## src/rtl/brk_pkg.sv

```systemverilog
package brk_pkg;
  // strobes from control to datapath
  typedef struct packed {
    logic wrCtrl;
    logic wrCount;
    logic decCount;
  } brkStrobe_t;
endpackage

```

## src/rtl/brk_datapath.sv

```systemverilog
module brk_datapath
  import brk_pkg::*;
#(
  parameter int DATA_W = 16,
  parameter int CNT_W  = 12
) (
  input  logic              clk,
  input  logic              rst_n,
  input  brkStrobe_t        strobe,
  input  logic [DATA_W-1:0] wrData,
  input  logic              rdAddr,
  output logic [DATA_W-1:0] rdData,
  output logic              seqSel,
  output logic              cntEn,
  output logic [CNT_W-1:0]  cntVal,
  output logic              cntIsOne,
  output logic              cntAboveOne
);
  localparam int EN_BIT  = 0;
  localparam int SEQ_BIT = 1;
  localparam logic [CNT_W-1:0] ONE = CNT_W'(1);

  always_ff @(posedge clk) begin
    if (!rst_n) begin
      cntEn  <= 1'b0;
      seqSel <= 1'b0;
      cntVal <= '0;
    end else begin
      if (strobe.wrCtrl) begin
        cntEn  <= wrData[EN_BIT];
        seqSel <= wrData[SEQ_BIT];
      end
      if (strobe.wrCount)
        cntVal <= wrData[CNT_W-1:0];
      else if (strobe.decCount)
        cntVal <= cntVal - ONE;
    end
  end

  assign cntIsOne    = (cntVal == ONE);
  assign cntAboveOne = (cntVal > ONE);

  always_comb begin
    rdData = '0;
    if (rdAddr) begin
      rdData[CNT_W-1:0] = cntVal;
    end else begin
      rdData[EN_BIT]  = cntEn;
      rdData[SEQ_BIT] = seqSel;
    end
  end
endmodule

```

## src/rtl/brk_ctrl.sv

```systemverilog
module brk_ctrl
  import brk_pkg::*;
(
  input  logic       clk,
  input  logic       rst_n,
  input  logic       matchA,
  input  logic       matchB,
  input  logic       regWrEn,
  input  logic       regAddr,
  input  logic       seqSel,
  input  logic       cntEn,
  input  logic       cntIsOne,
  input  logic       cntAboveOne,
  output brkStrobe_t strobe,
  output logic       breakReq,
  output logic       flagA,
  output logic       flagB
);
  logic armed, armedNext;
  logic bSeen, bFire, aFire, brkNow;

  always_comb begin
    // channel B accepted: no write this cycle, and chain armed if chained
    bSeen  = matchB && !regWrEn && (!seqSel || armed);
    bFire  = bSeen && (!cntEn || cntIsOne);
    aFire  = matchA && !seqSel;
    brkNow = aFire || bFire;

    strobe.wrCtrl   = regWrEn && !regAddr;
    strobe.wrCount  = regWrEn && regAddr;
    strobe.decCount = bSeen && cntEn && cntAboveOne;

    if (!seqSel || bFire) armedNext = 1'b0;
    else                  armedNext = armed || matchA;
  end

  always_ff @(posedge clk) begin
    if (!rst_n) begin
      armed    <= 1'b0;
      breakReq <= 1'b0;
      flagA    <= 1'b0;
      flagB    <= 1'b0;
    end else begin
      armed    <= armedNext;
      breakReq <= brkNow;
      flagA    <= matchA;
      flagB    <= bSeen;
    end
  end
endmodule

```

## src/rtl/brk_seq_unit.sv

```systemverilog
module brk_seq_unit
  import brk_pkg::*;
#(
  parameter int DATA_W = 16,
  parameter int CNT_W  = 12
) (
  input  logic              clk,
  input  logic              rst_n,
  input  logic              matchA,
  input  logic              matchB,
  input  logic              regWrEn,
  input  logic              regAddr,
  input  logic [DATA_W-1:0] regWrData,
  output logic [DATA_W-1:0] regRdData,
  output logic              breakReq,
  output logic              flagA,
  output logic              flagB
);
  brkStrobe_t       strobe;
  logic             seqSel, cntEn, cntIsOne, cntAboveOne;
  logic [CNT_W-1:0] cntVal;

  brk_ctrl u_ctrl (
    .clk(clk), .rst_n(rst_n), .matchA(matchA), .matchB(matchB),
    .regWrEn(regWrEn), .regAddr(regAddr), .seqSel(seqSel), .cntEn(cntEn),
    .cntIsOne(cntIsOne), .cntAboveOne(cntAboveOne), .strobe(strobe),
    .breakReq(breakReq), .flagA(flagA), .flagB(flagB)
  );

  brk_datapath #(.DATA_W(DATA_W), .CNT_W(CNT_W)) u_dp (
    .clk(clk), .rst_n(rst_n), .strobe(strobe), .wrData(regWrData),
    .rdAddr(regAddr), .rdData(regRdData), .seqSel(seqSel), .cntEn(cntEn),
    .cntVal(cntVal), .cntIsOne(cntIsOne), .cntAboveOne(cntAboveOne)
  );
endmodule

```

## config.mk

```make
export PLATFORM = sky130hd
export DESIGN_NAME = brk_seq_unit
export DESIGN_NICKNAME = d
export VERILOG_FILES = /design/src/rtl/brk_pkg.sv /design/src/rtl/brk_datapath.sv /design/src/rtl/brk_ctrl.sv /design/src/rtl/brk_seq_unit.sv
export SDC_FILE = /design/constraint.sdc
export NUM_CORES = 1
export LEC_CHECK = 0
export BUFFER_PORTS_ARGS = -buffer_cell sky130_fd_sc_hd__buf_2
export CORE_MARGIN = 2
export CORE_UTILIZATION = 49
export DETAILED_ROUTE_END_ITERATION = 16
export HOLD_SLACK_MARGIN = 0.05
export PLACE_DENSITY = 0.91
export SYNTH_ARGS = -nofsm -noshare
export SYNTH_HDL_FRONTEND = slang
export SYNTH_SLANG_ARGS = --single-unit
```

## constraint.sdc

```tcl
create_clock -name clk -period 2.35 [get_ports clk]
set_input_delay 0.47 -clock clk [delete_from_list [all_inputs] [get_ports clk]]
set_output_delay 0.47 -clock clk [all_outputs]
set_load 0.02 [all_outputs]
```

* After elaboration in Yosys (flattened, before gate mapping) *
Cells that the tools add are included.

word-level totals
  bits in registers = 18
  input bits = 22
  output and inout bits = 19

cells by class
  add/sub/neg operators = 1
  magnitude comparators = 1
  equality and inequality tests = 1
  multiplexer cells = 4
  bitwise operators = 1
  reductions and logical operators = 19

operators by type and width
  operator                                                                           number
  12-bit 2-to-1 mux                                                                  2
  12-bit by 1-bit equality test with 1-bit output (second input constant)            1
  12-bit by 1-bit greater-than comparator with 1-bit output (second input constant)  1
  12-bit by 1-bit subtractor with 12-bit output (second input constant)              1
  10-bit 2-to-1 mux                                                                  1
  1-bit logical AND                                                                  8
  1-bit logical OR                                                                   5
  1-bit zero test                                                                    4
  2-bit 2-to-1 mux                                                                   1
  2-bit nonzero test                                                                 1
  2-bit OR reduction                                                                 1
  1-bit NOT                                                                          1

* Logic depth before layout (Yosys ltp) *
Gate-level depths: netlist of run 1.

  depth in word-level cells = 7
  mapped depth = 6

* By module *
From an unflattened synthesis of run 1, not the netlist that was laid out.

second synthesis, totals
  cell total of the unflattened synthesis = 115
  area, all modules = 1009.7 µm²

modules (own cells, without submodules)
  module        times used  cells an instance  area each (µm²)  sequential area each (µm²)
  brk_datapath  1           99                 842.1            280.3
  brk_ctrl      1           16                 167.7            80.1

* Worst setup path after synthesis of run 1 *
No wires, ideal clock.

  kind = register -> register
  start = register u_dp.cntVal[7]
  end = register u_dp.cntVal[9]
  setup time = 0.132 ns
  arrival time = 1.774 ns
  data required time = 2.218 ns
  slack = 0.444 ns
  stages on the path, launching flop included = 6
  path buffers = 1
  clock period less this slack = 1.906 ns
  cell sequence = dfxtp_1 > or4_4 > buf_6 > or4_4 > a21oi_2 > o32ai_1

between the ends
  longest elaborated chain between the ends = 3
  elaborated cells on any way between the ends = 6

ends and longest elaborated chain
  item                                                                                                                               RTL line                                RTL
  start, declared                                                                                                                    brk_datapath.sv:15                      output logic [CNT_W-1:0] cntVal,
  start signal, assigned                                                                                                             brk_datapath.sv:34                      cntVal <= wrData[CNT_W-1:0];
  start signal, assigned                                                                                                             brk_datapath.sv:36                      cntVal <= cntVal - ONE;
  12-bit by 1-bit subtractor with 12-bit output / 12-bit by 1-bit greater-than comparator with 1-bit output (equally long branches)  brk_datapath.sv:36, brk_datapath.sv:41
  12-bit 2-to-1 mux / 1-bit logical AND (equally long branches)                                                                      brk_datapath.sv:35, brk_ctrl.sv:31
  12-bit 2-to-1 mux / 2-bit nonzero test (equally long branches)                                                                     -

Parallel ways exist; a longest one is shown, timed or not. The select of a mux whose other input is x is not followed.
A chain may end at the register's enable or synchronous reset.

* Worst setup path in the final report of run 1 *
  start = register u_dp.cntVal[1]
  end = register u_dp.cntVal[10]

Same word-level chain as after synthesis.

==> flow_results.xml, run 1 <==
<?xml version="1.0" encoding="UTF-8"?>
<metrics>
  <group name="timing">
    <metric name="rsz0062_at_grt" unit="">no</metric>
    <metric name="clock_skew" unit="ns">0.00624</metric>
    <metric name="period_share" unit="%">84.9</metric>
    <metric name="setup_viol_count_final" unit="">0</metric>
    <metric name="post-route-worst-setup-slack" unit="ns">0.356</metric>
    <metric name="timing_max_transition_violations_final" unit="">0</metric>
    <metric name="totalNegativeSetupSlack" unit="ns">0</metric>
    <metric name="actual_slew_at_the_worst_max_slew_pin" unit="ns">0.603</metric>
    <metric name="max_slew_margin" unit="%">59.4</metric>
    <metric name="maxClockFrequency" unit="GHz">0.501</metric>
    <metric name="hold_viol" unit="">0</metric>
    <metric name="min_period" unit="ns">1.99</metric>
  </group>
  <group name="floorplan">
    <metric name="io_pins" unit="">41</metric>
    <metric name="initial_utilization" unit="%">51.6</metric>
    <metric name="design.die.area" unit="um2">2730</metric>
    <metric name="core.rowCount" unit="">17</metric>
    <metric name="core-area" unit="um2">2210</metric>
    <metric name="floorplan.die.height" unit="um">52.3</metric>
    <metric name="die_width" unit="um">52.3</metric>
  </group>
  <group name="worst_hold_path">
    <metric name="hold_path_class" unit="">in2reg</metric>
    <metric name="worstHoldStart" unit="">matchA</metric>
  </group>
  <group name="setup_path">
    <metric name="worst-endpoint-required" unit="ns">2.58</metric>
    <metric name="cp-start-kind" unit="">register</metric>
    <metric name="startpoint" unit="">u_dp.cntVal[1]</metric>
    <metric name="cp_data_arrival_time" unit="ns">2.23</metric>
    <metric name="worst-path-max-fanout" unit="">7</metric>
    <metric name="cell_family_with_the_largest_share_of_critical_path_delay" unit="">simple AND/OR/NAND/NOR gates</metric>
    <metric name="crit_type" unit="">reg2reg</metric>
    <metric name="critPathSlowestCell" unit="">or4_1</metric>
    <metric name="crit_chain" unit="">inv_1 &gt; ha_1 &gt; nor4bb_1 &gt; nand3_1 &gt; or4_1 &gt; a31oi_1</metric>
    <metric name="cp_slowest_stage_delay" unit="ns">0.56</metric>
    <metric name="worst_r2r_startpoint" unit="">u_dp.cntVal[1]</metric>
    <metric name="timing.critical_path.buf_inv" unit="">1</metric>
    <metric name="end_kind" unit="">register</metric>
  </group>
  <group name="final_layout">
    <metric name="diodes_inserted" unit="">0</metric>
    <metric name="nNetsFinal" unit="">202</metric>
    <metric name="stdcell_area" unit="um2">1330</metric>
    <metric name="fill_cells" unit="">213</metric>
    <metric name="final_layout_size_suffix_gt1_share" unit="%">25.6</metric>
    <metric name="area.growth.synth_to_final" unit="%">16.4</metric>
  </group>
  <group name="route">
    <metric name="routed-wl-met3" unit="um">186</metric>
    <metric name="met1_wl" unit="um">1330</metric>
    <metric name="drcViolationCount" unit="">0</metric>
    <metric name="routed_wl" unit="um">2980</metric>
    <metric name="route.met2.wl" unit="um">1430</metric>
    <metric name="drt_pre_antenna_iters" unit="">4</metric>
    <metric name="detailedRoute.firstIterationViolations" unit="">49</metric>
    <metric name="antenna_violating_nets_post_route" unit="">0</metric>
    <metric name="vias" unit="">1222</metric>
    <metric name="topRoutingLayerUsed" unit="">met4</metric>
    <metric name="viasPerCell" unit="">5.99</metric>
    <metric name="detail_route.wl_per_cell" unit="um">14.6</metric>
  </group>
  <group name="pwr">
    <metric name="vdd.ir_drop.worst" unit="V">0.000364</metric>
    <metric name="seq_power_share" unit="%">49.4</metric>
    <metric name="p_int" unit="W">0.000461</metric>
    <metric name="pwr-share-comb" unit="%">28.7</metric>
    <metric name="netSwitchingFraction" unit="%">34.3</metric>
    <metric name="power_density" unit="nW/um2">529</metric>
    <metric name="power.leakage" unit="nW">0.562</metric>
    <metric name="pwr-share-clk" unit="%">21.9</metric>
    <metric name="power_switching" unit="W">0.000241</metric>
    <metric name="p_total" unit="W">0.000703</metric>
  </group>
  <group name="synth">
    <metric name="async_reset_ff_share" unit="%">0</metric>
    <metric name="yosysWarnings" unit="">0</metric>
    <metric name="synth_edf_count" unit="">0</metric>
    <metric name="synth_top_family_by_area" unit="">simple AND/OR/NAND/NOR gates</metric>
    <metric name="synth-simple-area-share" unit="%">34.5</metric>
    <metric name="ys_top_cells_by_count" unit="">18 x dfxtp_1, 14 x o21ai_0, 13 x and2_1</metric>
    <metric name="synth-seq-cells" unit="">18</metric>
    <metric name="synth_adder_area_share" unit="%">2.19</metric>
    <metric name="syn-instance-count" unit="">145</metric>
    <metric name="syn_area" unit="um2">1140</metric>
    <metric name="synth-xor-area-share" unit="%">0</metric>
    <metric name="register_area_share_after_synthesis" unit="%">31.6</metric>
    <metric name="synth.distinct_cells" unit="">38</metric>
    <metric name="library_cell_occupying_the_most_area_in_the_post_synthesis_netlist" unit="">dfxtp_1</metric>
    <metric name="synth.most_common_cell" unit="">dfxtp_1</metric>
    <metric name="synth_top_area_share" unit="%">31.6</metric>
    <metric name="postSynthAreaPerCell" unit="um2">7.87</metric>
    <metric name="ys_dominant_reg_cell" unit="">dfxtp_1</metric>
    <metric name="synth.top_cells.by_area" unit="">dfxtp_1 32%, and2_1 7.1%, o21ai_0 6.1%</metric>
    <metric name="muxShareOfSynthArea" unit="%">0.877</metric>
    <metric name="synth-compound-area-share" unit="%">23.2</metric>
  </group>
  <group name="clock_tree">
    <metric name="cts_sinks" unit="">18</metric>
    <metric name="cts_setup_buffers" unit="">0</metric>
    <metric name="ctsRootBufferMaster" unit="">clkbuf_4</metric>
    <metric name="cts.htree.levels" unit="">1</metric>
    <metric name="clkLatencyLatePin" unit="ns">0.30</metric>
    <metric name="holdBufCountCts" unit="">0</metric>
    <metric name="clock_path_buffers" unit="">2</metric>
    <metric name="tritoncts" unit="">built</metric>
    <metric name="cts_resized" unit="">0</metric>
    <metric name="cts.clk_slew.worst_paths" unit="ns">0.10</metric>
    <metric name="cts_made_buffers" unit="">3</metric>
  </group>
  <group name="placed_design">
    <metric name="placement.setup.worst_slack" unit="ns">0.378</metric>
    <metric name="area_post_placement" unit="um2">1310</metric>
    <metric name="place_hpwl" unit="um">2260</metric>
    <metric name="gp_congestion" unit="">0.847</metric>
    <metric name="io_buffer_count" unit="">32</metric>
  </group>
  <group name="global_routing">
    <metric name="globalRoute.totalOverflow" unit="">0</metric>
    <metric name="grt_antenna_before_repair" unit="">0</metric>
    <metric name="pin_count_of_the_biggest_net_entering_global_routing" unit="">18</metric>
    <metric name="global_route.usage.total" unit="%">24.1</metric>
    <metric name="first_global_vias" unit="">1117</metric>
    <metric name="grt_first_pass_wirelength" unit="um">4930</metric>
  </group>
  <group name="outcome">
    <metric name="status" unit="">complete, no violations</metric>
  </group>
  <group name="job">
    <metric name="max_cap_violations" unit="">0</metric>
  </group>
</metrics>
## worst paths after layout
check / cells after the start / end / slack (ns)
worst max-delay path: 6 / u_dp.cntVal[10] / 0.36
worst min-delay path: 2 / u_ctrl.flagA / 0.43
worst max register to register: 6 / u_dp.cntVal[10] / 0.36
worst min register to register: 2 / u_ctrl.armed / 0.52
## layout make-up
| cell class | instances | area (um2) | share of cell area (%) |
|---|---|---|---|
| Tap cell | 28 | 35.0 | 2.64 |
| Inverter | 7 | 26.3 | 1.98 |
| Sequential cell | 18 | 360 | 27.1 |
| Clock buffer | 3 | 22.5 | 1.69 |
| Multi-Input combinational cell | 114 | 709 | 53.4 |
| Timing Repair Buffer | 34 | 175 | 13.2 |
## sequential cells by signal (all words and copies together), names as in the netlist
| name | count |
|---|---|
| u_dp.cntVal | 12 |
| u_ctrl.armed | 1 |
| u_ctrl.breakReq | 1 |
| u_ctrl.flagA | 1 |
| u_ctrl.flagB | 1 |
| u_dp.cntEn | 1 |
| u_dp.seqSel | 1 |
## power groups by stage
stage	Combinational (W)	Sequential (W)	Clock, W
after floorplan	0.000152	0.000350	0
after global placement	0.000193	0.000351	0
after detailed placement	0.000199	0.000354	0
after CTS	0.000200	0.000347	0.000156
after global routing	0.000224	0.000351	0.000174
final	0.000202	0.000347	0.000154
## cells by family after synthesis
| kind of cell | after synthesis |
|---|---|
| adders and majority gates | 2 |
| buffers and inverters | 16 |
| DFF | 18 |
| AOI/OAI and AO/OA | 40 |
| other | 1 |
| and+or+nand+nor | 67 |
| muxes | 1 |
## routing by layer
metal | vias to the layer above | GRT usage (%)
li1 | 603 | -
met1 | 571 | 30.7
met2 | 46 | 42.6
met3 | 2 | 2.57
met4 | 0 | 7.26
met5 | - | 0
## cells in the final DEF (no fill, tap or decap), types with 2 or more instances in the layout
cell      Yosys  routed
clkbuf_4      0       3
dfxtp_1      18      18
o31ai_1       4       4
and3_1        2       2
and2_1       13      13
or3_1         2       2
nand3_1       7       7
nor3_1        4       4
or4_4         2       2
nor4_1        4       4
o21ai_0      14      14
ha_1          2       2
nand2_1       7       7
or4_1         7       7
a22oi_1       2       2
inv_1         7       7
conb_1        1       4
a31oi_1       8       8
nor2b_1       2       2
a21oi_2       2       2
or2_2         3       3
o41ai_1       2       2
nand2b_1      2       2
buf_2         0      32
buf_4         4       2
nor2_1        9       9
## metrics by stage
step	hold WS, ns	util, %	std cells
after detailed placement	0.516	59.0	201
after floorplan	0.471	-	148
after global routing	0.442	60.1	204
final	0.431	60.1	204
after CTS	0.435	60.1	204
after global placement	0.497	59.0	201
Power figures use the tool's default switching activity.
==> run 2, diff against run 1 <==
--- a/config.mk
+++ b/config.mk
@@ -7,10 +7,10 @@
 export LEC_CHECK = 0
 export BUFFER_PORTS_ARGS = -buffer_cell sky130_fd_sc_hd__buf_2
 export CORE_MARGIN = 2
-export CORE_UTILIZATION = 49
+export CORE_UTILIZATION = 44
 export DETAILED_ROUTE_END_ITERATION = 16
 export HOLD_SLACK_MARGIN = 0.05
-export PLACE_DENSITY = 0.91
+export PLACE_DENSITY = 0.87
 export SYNTH_ARGS = -nofsm -noshare
 export SYNTH_HDL_FRONTEND = slang
 export SYNTH_SLANG_ARGS = --single-unit
==> constraint.sdc (replaced) <==
create_clock -name clk -period 1.69 [get_ports clk]
set_input_delay 0.338 -clock clk [delete_from_list [all_inputs] [get_ports clk]]
set_output_delay 0.338 -clock clk [all_outputs]
set_load 0.02 [all_outputs]
==> run 2 against run 1 <==
Compared with the run above: the flow now finishes with violations (negative setup slack); critical path type unchanged; final area grew 30%; highest routed layer unchanged; clock skew grew 0.0056 ns; flip-flop and latch count unchanged; critical endpoint is now u_dp.cntVal[9].
==> flow_results.xml, run 2 (synthesis results as in run 1) <==
<?xml version="1.0" encoding="UTF-8"?>
<metrics>
  <group name="route">
    <metric name="routed_wl" unit="um">4090</metric>
    <metric name="viasPerCell" unit="">6.00</metric>
    <metric name="drcViolationCount" unit="">0</metric>
    <metric name="antenna_violating_nets_post_route" unit="">0</metric>
    <metric name="detail_route.wl_per_cell" unit="um">17.1</metric>
    <metric name="vias" unit="">1441</metric>
    <metric name="detailedRoute.firstIterationViolations" unit="">71</metric>
    <metric name="drt_pre_antenna_iters" unit="">5</metric>
  </group>
  <group name="setup_path">
    <metric name="cp-start-kind" unit="">register</metric>
    <metric name="r2r_end" unit="">u_dp.cntVal[9]</metric>
    <metric name="crit_type" unit="">reg2reg</metric>
    <metric name="worst-path-max-fanout" unit="">5</metric>
    <metric name="reg2regPathDepth" unit="">4</metric>
    <metric name="end_kind" unit="">register</metric>
    <metric name="r2r_slack" unit="ns">-0.20</metric>
    <metric name="worst-endpoint-required" unit="ns">1.87</metric>
    <metric name="worst_r2r_startpoint" unit="">u_dp.cntVal[4]</metric>
    <metric name="cp_data_arrival_time" unit="ns">2.07</metric>
  </group>
  <group name="final_layout">
    <metric name="top_register" unit="">u_dp.cntVal</metric>
    <metric name="utilization" unit="%">69.5</metric>
    <metric name="area.growth.synth_to_final" unit="%">51.0</metric>
    <metric name="nNetsFinal" unit="">235</metric>
    <metric name="final_layout_size_suffix_gt1_share" unit="%">48.6</metric>
    <metric name="layout_commonest_cell" unit="">buf_4</metric>
    <metric name="final_cell_mix" unit="">34 x buf_4, 32 x buf_2, 14 x o21ai_0, 13 x and2_1, 13 x dfxtp_1</metric>
    <metric name="largest_register_ff_count" unit="">12</metric>
    <metric name="stdcell_area" unit="um2">1720</metric>
    <metric name="diodes_inserted" unit="">0</metric>
  </group>
  <group name="global_routing">
    <metric name="grt_busiest_layer" unit="">met2</metric>
    <metric name="grt_antenna_before_repair" unit="">0</metric>
    <metric name="first_global_vias" unit="">1322</metric>
    <metric name="global_route.usage.total" unit="%">27.9</metric>
    <metric name="globalRoute.totalOverflow" unit="">0</metric>
    <metric name="grt_first_pass_wirelength" unit="um">5980</metric>
    <metric name="grt_util_met2" unit="%">48.2</metric>
    <metric name="global_route.usage.met3" unit="%">5.38</metric>
    <metric name="globalRouteMet1Util" unit="%">32.4</metric>
    <metric name="pin_count_of_the_biggest_net_entering_global_routing" unit="">18</metric>
  </group>
  <group name="placed_design">
    <metric name="io_buffer_count" unit="">32</metric>
    <metric name="placement.setup.worst_slack" unit="ns">-0.243</metric>
    <metric name="area_post_placement" unit="um2">1530</metric>
    <metric name="gp_congestion" unit="">0.938</metric>
    <metric name="place_hpwl" unit="um">2610</metric>
  </group>
  <group name="timing">
    <metric name="post-route-worst-setup-slack" unit="ns">-0.195</metric>
    <metric name="rsz0062_at_grt" unit="">yes</metric>
    <metric name="maxClockFrequency" unit="GHz">0.530</metric>
    <metric name="clock_skew" unit="ns">0.0119</metric>
    <metric name="hold_ws" unit="ns">0.284</metric>
    <metric name="setup_viol_count_final" unit="">13</metric>
    <metric name="period_share" unit="%">112</metric>
    <metric name="min_period" unit="ns">1.89</metric>
    <metric name="hold_viol" unit="">0</metric>
    <metric name="timing_max_transition_violations_final" unit="">0</metric>
  </group>
  <group name="clock_tree">
    <metric name="holdBufCountCts" unit="">0</metric>
    <metric name="cts.htree.levels" unit="">1</metric>
    <metric name="cts_made_buffers" unit="">3</metric>
    <metric name="ctsRootBufferMaster" unit="">clkbuf_4</metric>
    <metric name="clkLatencyLatePin" unit="ns">0.31</metric>
    <metric name="clock_path_buffers" unit="">2</metric>
    <metric name="tritoncts" unit="">built</metric>
    <metric name="cts_sinks" unit="">18</metric>
    <metric name="cts.clk_slew.worst_paths" unit="ns">0.12</metric>
  </group>
  <group name="outcome">
    <metric name="failed_checks" unit="">negative setup slack</metric>
    <metric name="status" unit="">finished, violations left</metric>
  </group>
  <group name="floorplan">
    <metric name="floorplan.die.height" unit="um">54.9</metric>
    <metric name="die_width" unit="um">54.9</metric>
    <metric name="initial_utilization" unit="%">46.1</metric>
    <metric name="core-area" unit="um2">2480</metric>
    <metric name="design.die.area" unit="um2">3020</metric>
    <metric name="io_pins" unit="">41</metric>
    <metric name="core.rowCount" unit="">18</metric>
  </group>
  <group name="pwr">
    <metric name="power.leakage" unit="nW">0.755</metric>
    <metric name="power_density" unit="nW/um2">718</metric>
    <metric name="vdd.ir_drop.worst" unit="V">0.000474</metric>
  </group>
  <group name="job">
    <metric name="max_cap_violations" unit="">0</metric>
  </group>
  <group name="worst_hold_path">
    <metric name="worst_hold_path.num_cells" unit="">2</metric>
    <metric name="worstHoldStart" unit="">matchA</metric>
    <metric name="worst_hold_path_ep" unit="">u_ctrl.flagA</metric>
    <metric name="hold_path_class" unit="">in2reg</metric>
  </group>
</metrics>
run 2: layer usage:
| layer | vias up | wire length [um] |
|---|---|---|
| met3 | 22 | 294 |
| li1 | 672 | - |
| met5 | - | 0 |
| met4 | 0 | 187 |
| met2 | 80 | 2060 |
| met1 | 667 | 1550 |
run 2: worst max-delay path by stage:
stage | start | to | slack [ns] | cells after the start
floorplan | u_dp.cntVal[10] | u_dp.cntVal[9] | -0.19 | 5
global placement | u_dp.cntVal[10] | u_dp.cntVal[9] | -0.16 | 4
detailed placement | u_dp.cntVal[0] | u_dp.cntVal[10] | -0.24 | 6
CTS | u_dp.cntVal[11] | u_dp.cntVal[9] | -0.15 | 4
global route | u_dp.cntVal[11] | u_dp.cntVal[11] | -0.21 | 4
finish | u_dp.cntVal[4] | u_dp.cntVal[9] | -0.20 | 4
run 2: critical path, stage by stage, from the launching register on:
cell,delay [ns]
dfxtp_1,0.36
or4_4,0.54
or4_4,0.61
a21oi_4,0.16
o32ai_1,0.09
run 2: cell type report:
class	count	area [um2]
clock buffers	4	36.3
fillers	189	754
inverters	7	26.3
multi-input cells	114	830
flip-flops and latches	18	367
well taps	30	37.5
repair buffers	67	427
run 2: power by group:
part / internal (W) / total (W) / switching (W)
clock: 0.000132 / 0.000283 / 0.000151
combinational: 0.000220 / 0.000478 / 0.000259
sequential: 0.000452 / 0.000476 / 0.0000233
run 2: timing repair:
| action | CTS | global route |
|---|---|---|
| resized for setup | 20 | 9 |
| gates cloned | 0 | 0 |
| setup buffers | 2 | 2 |
| pin swaps | 9 | 7 |
| hold endpoints to repair | 0 | 0 |
| setup endpoints to repair | 13 | 13 |
run 2: per-stage QoR:
step | std cells | power [W] | TNS [ns]
after detailed placement | 232 | 0.000861 | -1.49
final | 240 | 0.00124 | -1.19
after CTS | 238 | 0.00117 | -0.717
after global placement | 232 | 0.000850 | -0.965
after floorplan | 148 | 0.000698 | -0.895
after global routing | 240 | 0.00128 | -1.70
==> run 3, diff against run 2 <==
--- a/config.mk
+++ b/config.mk
@@ -7,10 +7,11 @@
 export LEC_CHECK = 0
 export BUFFER_PORTS_ARGS = -buffer_cell sky130_fd_sc_hd__buf_2
 export CORE_MARGIN = 2
-export CORE_UTILIZATION = 44
+export CORE_UTILIZATION = 30
 export DETAILED_ROUTE_END_ITERATION = 16
 export HOLD_SLACK_MARGIN = 0.05
-export PLACE_DENSITY = 0.87
+export PLACE_DENSITY = 0.67
+export SLEW_MARGIN = 20
 export SYNTH_ARGS = -nofsm -noshare
 export SYNTH_HDL_FRONTEND = slang
 export SYNTH_SLANG_ARGS = --single-unit
==> run 3 against run 2 <==
Compared with the run above: the flow still finishes with violations (negative setup slack); first-iteration DRC count up 99%; register-to-register slack better by 0.03 ns; fmax up 1.8%; die area up 43%; sequential power about the same; critical endpoint is now u_dp.cntVal[11].
==> flow_results.xml, run 3 (synthesis results as in run 1) <==
<?xml version="1.0" encoding="UTF-8"?>
<metrics>
  <group name="outcome">
    <metric name="status" unit="">finished, violations left</metric>
    <metric name="failed_checks" unit="">negative setup slack</metric>
  </group>
  <group name="floorplan">
    <metric name="io_pins" unit="">41</metric>
    <metric name="floorplan.die.height" unit="um">65.7</metric>
    <metric name="design.die.area" unit="um2">4310</metric>
    <metric name="core-area" unit="um2">3660</metric>
    <metric name="die_width" unit="um">65.7</metric>
    <metric name="core.rowCount" unit="">22</metric>
    <metric name="initial_utilization" unit="%">31.2</metric>
  </group>
  <group name="global_routing">
    <metric name="grt_busiest_layer" unit="">met2</metric>
    <metric name="grt_util_met2" unit="%">28.5</metric>
    <metric name="global_route.usage.met3" unit="%">1.71</metric>
    <metric name="grt_antenna_before_repair" unit="">0</metric>
    <metric name="globalRouteMet1Util" unit="%">20.3</metric>
    <metric name="first_global_vias" unit="">1244</metric>
    <metric name="grt_first_pass_wirelength" unit="um">5530</metric>
    <metric name="pin_count_of_the_biggest_net_entering_global_routing" unit="">18</metric>
    <metric name="global_route.usage.total" unit="%">16.2</metric>
    <metric name="globalRoute.totalOverflow" unit="">0</metric>
  </group>
  <group name="clock_tree">
    <metric name="cts_made_buffers" unit="">3</metric>
    <metric name="cts.clk_slew.worst_paths" unit="ns">0.07</metric>
    <metric name="clock_path_buffers" unit="">2</metric>
    <metric name="cts.htree.levels" unit="">1</metric>
    <metric name="holdBufCountCts" unit="">0</metric>
    <metric name="clkLatencyLatePin" unit="ns">0.26</metric>
    <metric name="cts_sinks" unit="">18</metric>
    <metric name="tritoncts" unit="">built</metric>
    <metric name="ctsRootBufferMaster" unit="">clkbuf_8</metric>
  </group>
  <group name="timing">
    <metric name="rsz0062_at_grt" unit="">yes</metric>
    <metric name="hold_ws" unit="ns">0.333</metric>
    <metric name="setup_viol_count_final" unit="">13</metric>
    <metric name="clock_skew" unit="ns">0.00443</metric>
    <metric name="period_share" unit="%">110</metric>
    <metric name="min_period" unit="ns">1.85</metric>
    <metric name="timing_max_transition_violations_final" unit="">0</metric>
    <metric name="post-route-worst-setup-slack" unit="ns">-0.162</metric>
    <metric name="maxClockFrequency" unit="GHz">0.540</metric>
    <metric name="hold_viol" unit="">0</metric>
  </group>
  <group name="pwr">
    <metric name="seq_power_share" unit="%">37.0</metric>
    <metric name="pwr-share-comb" unit="%">35.1</metric>
    <metric name="netSwitchingFraction" unit="%">31.6</metric>
    <metric name="vdd.ir_drop.worst" unit="V">0.000264</metric>
    <metric name="p_int" unit="W">0.000880</metric>
    <metric name="pwr-share-clk" unit="%">27.9</metric>
    <metric name="power_switching" unit="W">0.000407</metric>
    <metric name="power.leakage" unit="nW">0.749</metric>
    <metric name="power_density" unit="nW/um2">751</metric>
  </group>
  <group name="job">
    <metric name="max_cap_violations" unit="">0</metric>
  </group>
  <group name="route">
    <metric name="routed_wl" unit="um">3540</metric>
    <metric name="drcViolationCount" unit="">0</metric>
    <metric name="viasPerCell" unit="">5.27</metric>
    <metric name="detail_route.wl_per_cell" unit="um">13.8</metric>
    <metric name="vias" unit="">1354</metric>
    <metric name="detailedRoute.firstIterationViolations" unit="">141</metric>
    <metric name="drt_pre_antenna_iters" unit="">4</metric>
    <metric name="antenna_violating_nets_post_route" unit="">0</metric>
  </group>
  <group name="worst_hold_path">
    <metric name="hold_path_class" unit="">in2reg</metric>
    <metric name="worst_hold_path.num_cells" unit="">2</metric>
  </group>
  <group name="final_layout">
    <metric name="utilization" unit="%">46.8</metric>
    <metric name="largest_register_ff_count" unit="">12</metric>
    <metric name="diodes_inserted" unit="">0</metric>
    <metric name="top_register" unit="">u_dp.cntVal</metric>
    <metric name="fill_cells" unit="">367</metric>
    <metric name="final-instance-count-excl-fill" unit="">257</metric>
    <metric name="final_layout_size_suffix_gt1_share" unit="%">45.0</metric>
    <metric name="nNetsFinal" unit="">234</metric>
    <metric name="area.growth.synth_to_final" unit="%">50.2</metric>
    <metric name="final_cell_mix" unit="">32 x buf_2, 32 x buf_4, 14 x o21ai_0, 13 x and2_1, 13 x dfxtp_1</metric>
  </group>
  <group name="setup_path">
    <metric name="reg2regPathDepth" unit="">4</metric>
    <metric name="timing.critical_path.buf_inv" unit="">0</metric>
    <metric name="cp_data_arrival_time" unit="ns">1.97</metric>
    <metric name="crit_chain" unit="">or4_4 &gt; or4_4 &gt; a21oi_4 &gt; o31ai_1</metric>
    <metric name="cell_family_with_the_largest_share_of_critical_path_delay" unit="">simple AND/OR/NAND/NOR gates</metric>
    <metric name="worst-path-max-fanout" unit="">5</metric>
    <metric name="critPathSlowestCell" unit="">or4_4</metric>
    <metric name="crit_type" unit="">reg2reg</metric>
    <metric name="timing.critical_path.mode_cell" unit="">or4_4</metric>
    <metric name="cp_slowest_stage_delay" unit="ns">0.59</metric>
    <metric name="end_kind" unit="">register</metric>
    <metric name="path_depth" unit="">4</metric>
    <metric name="worst-endpoint-required" unit="ns">1.81</metric>
    <metric name="cp-start-kind" unit="">register</metric>
  </group>
  <group name="placed_design">
    <metric name="post-place-cells" unit="">248</metric>
    <metric name="place_hpwl" unit="um">2380</metric>
    <metric name="io_buffer_count" unit="">32</metric>
    <metric name="gp_congestion" unit="">0.839</metric>
  </group>
</metrics>
-- run 3: power groups by stage --
stage	clock network, W	logic (W)	registers (W)
after floorplan	0	0.000211	0.000487
after global placement	0	0.000370	0.000478
after detailed placement	0	0.000370	0.000478
after CTS	0.000365	0.000417	0.000471
after global routing	0.000387	0.000489	0.000481
final	0.000359	0.000451	0.000477
-- run 3: final timing paths --
path,startpoint,to,slack [ns]
setup / recovery,u_dp.cntVal[7],u_dp.cntVal[11],-0.16
hold / removal,matchA,u_ctrl.flagA,0.33
setup reg to reg,u_dp.cntVal[7],u_dp.cntVal[11],-0.16
hold reg to reg,u_dp.seqSel,u_ctrl.armed,0.52
-- run 3: final cells by class --
type	count	area [um2]	area share, %
clock buffer	4	55.1	3.21
tap	48	60.1	3.50
inverter	7	26.3	1.53
timing repair buffer	66	423	24.7
sequential	18	367	21.4
multi-input combinational	114	783	45.7
-- run 3: stage by stage --
stage | instance area, um2 | setup slack [ns] | total power [W] | setup TNS [ns]
2_1_floorplan | 1150 | -0.187 | 0.000698 | -0.895
3_3_place_gp | 1540 | -0.186 | 0.000848 | -1.15
3_5_place_dp | 1540 | -0.195 | 0.000849 | -1.37
4_1_cts | 1670 | -0.148 | 0.00125 | -1.00
5_1_grt | 1710 | -0.197 | 0.00136 | -1.84
6_report | 1710 | -0.162 | 0.00129 | -1.03
-- run 3: routing by layer --
layer | share of wire [%] | vias up
li1 | - | 665
met1 | 45 | 643
met2 | 50 | 42
met3 | 4.5 | 4
met4 | 0.71 | 0
met5 | 0 | -
-- run 3: what timing repair did --
item	4_1_cts	5_1_grt
buffers inserted	4	1
gates resized for setup	15	7
endpoints found under the setup margin	13	13
pin swaps	10	3
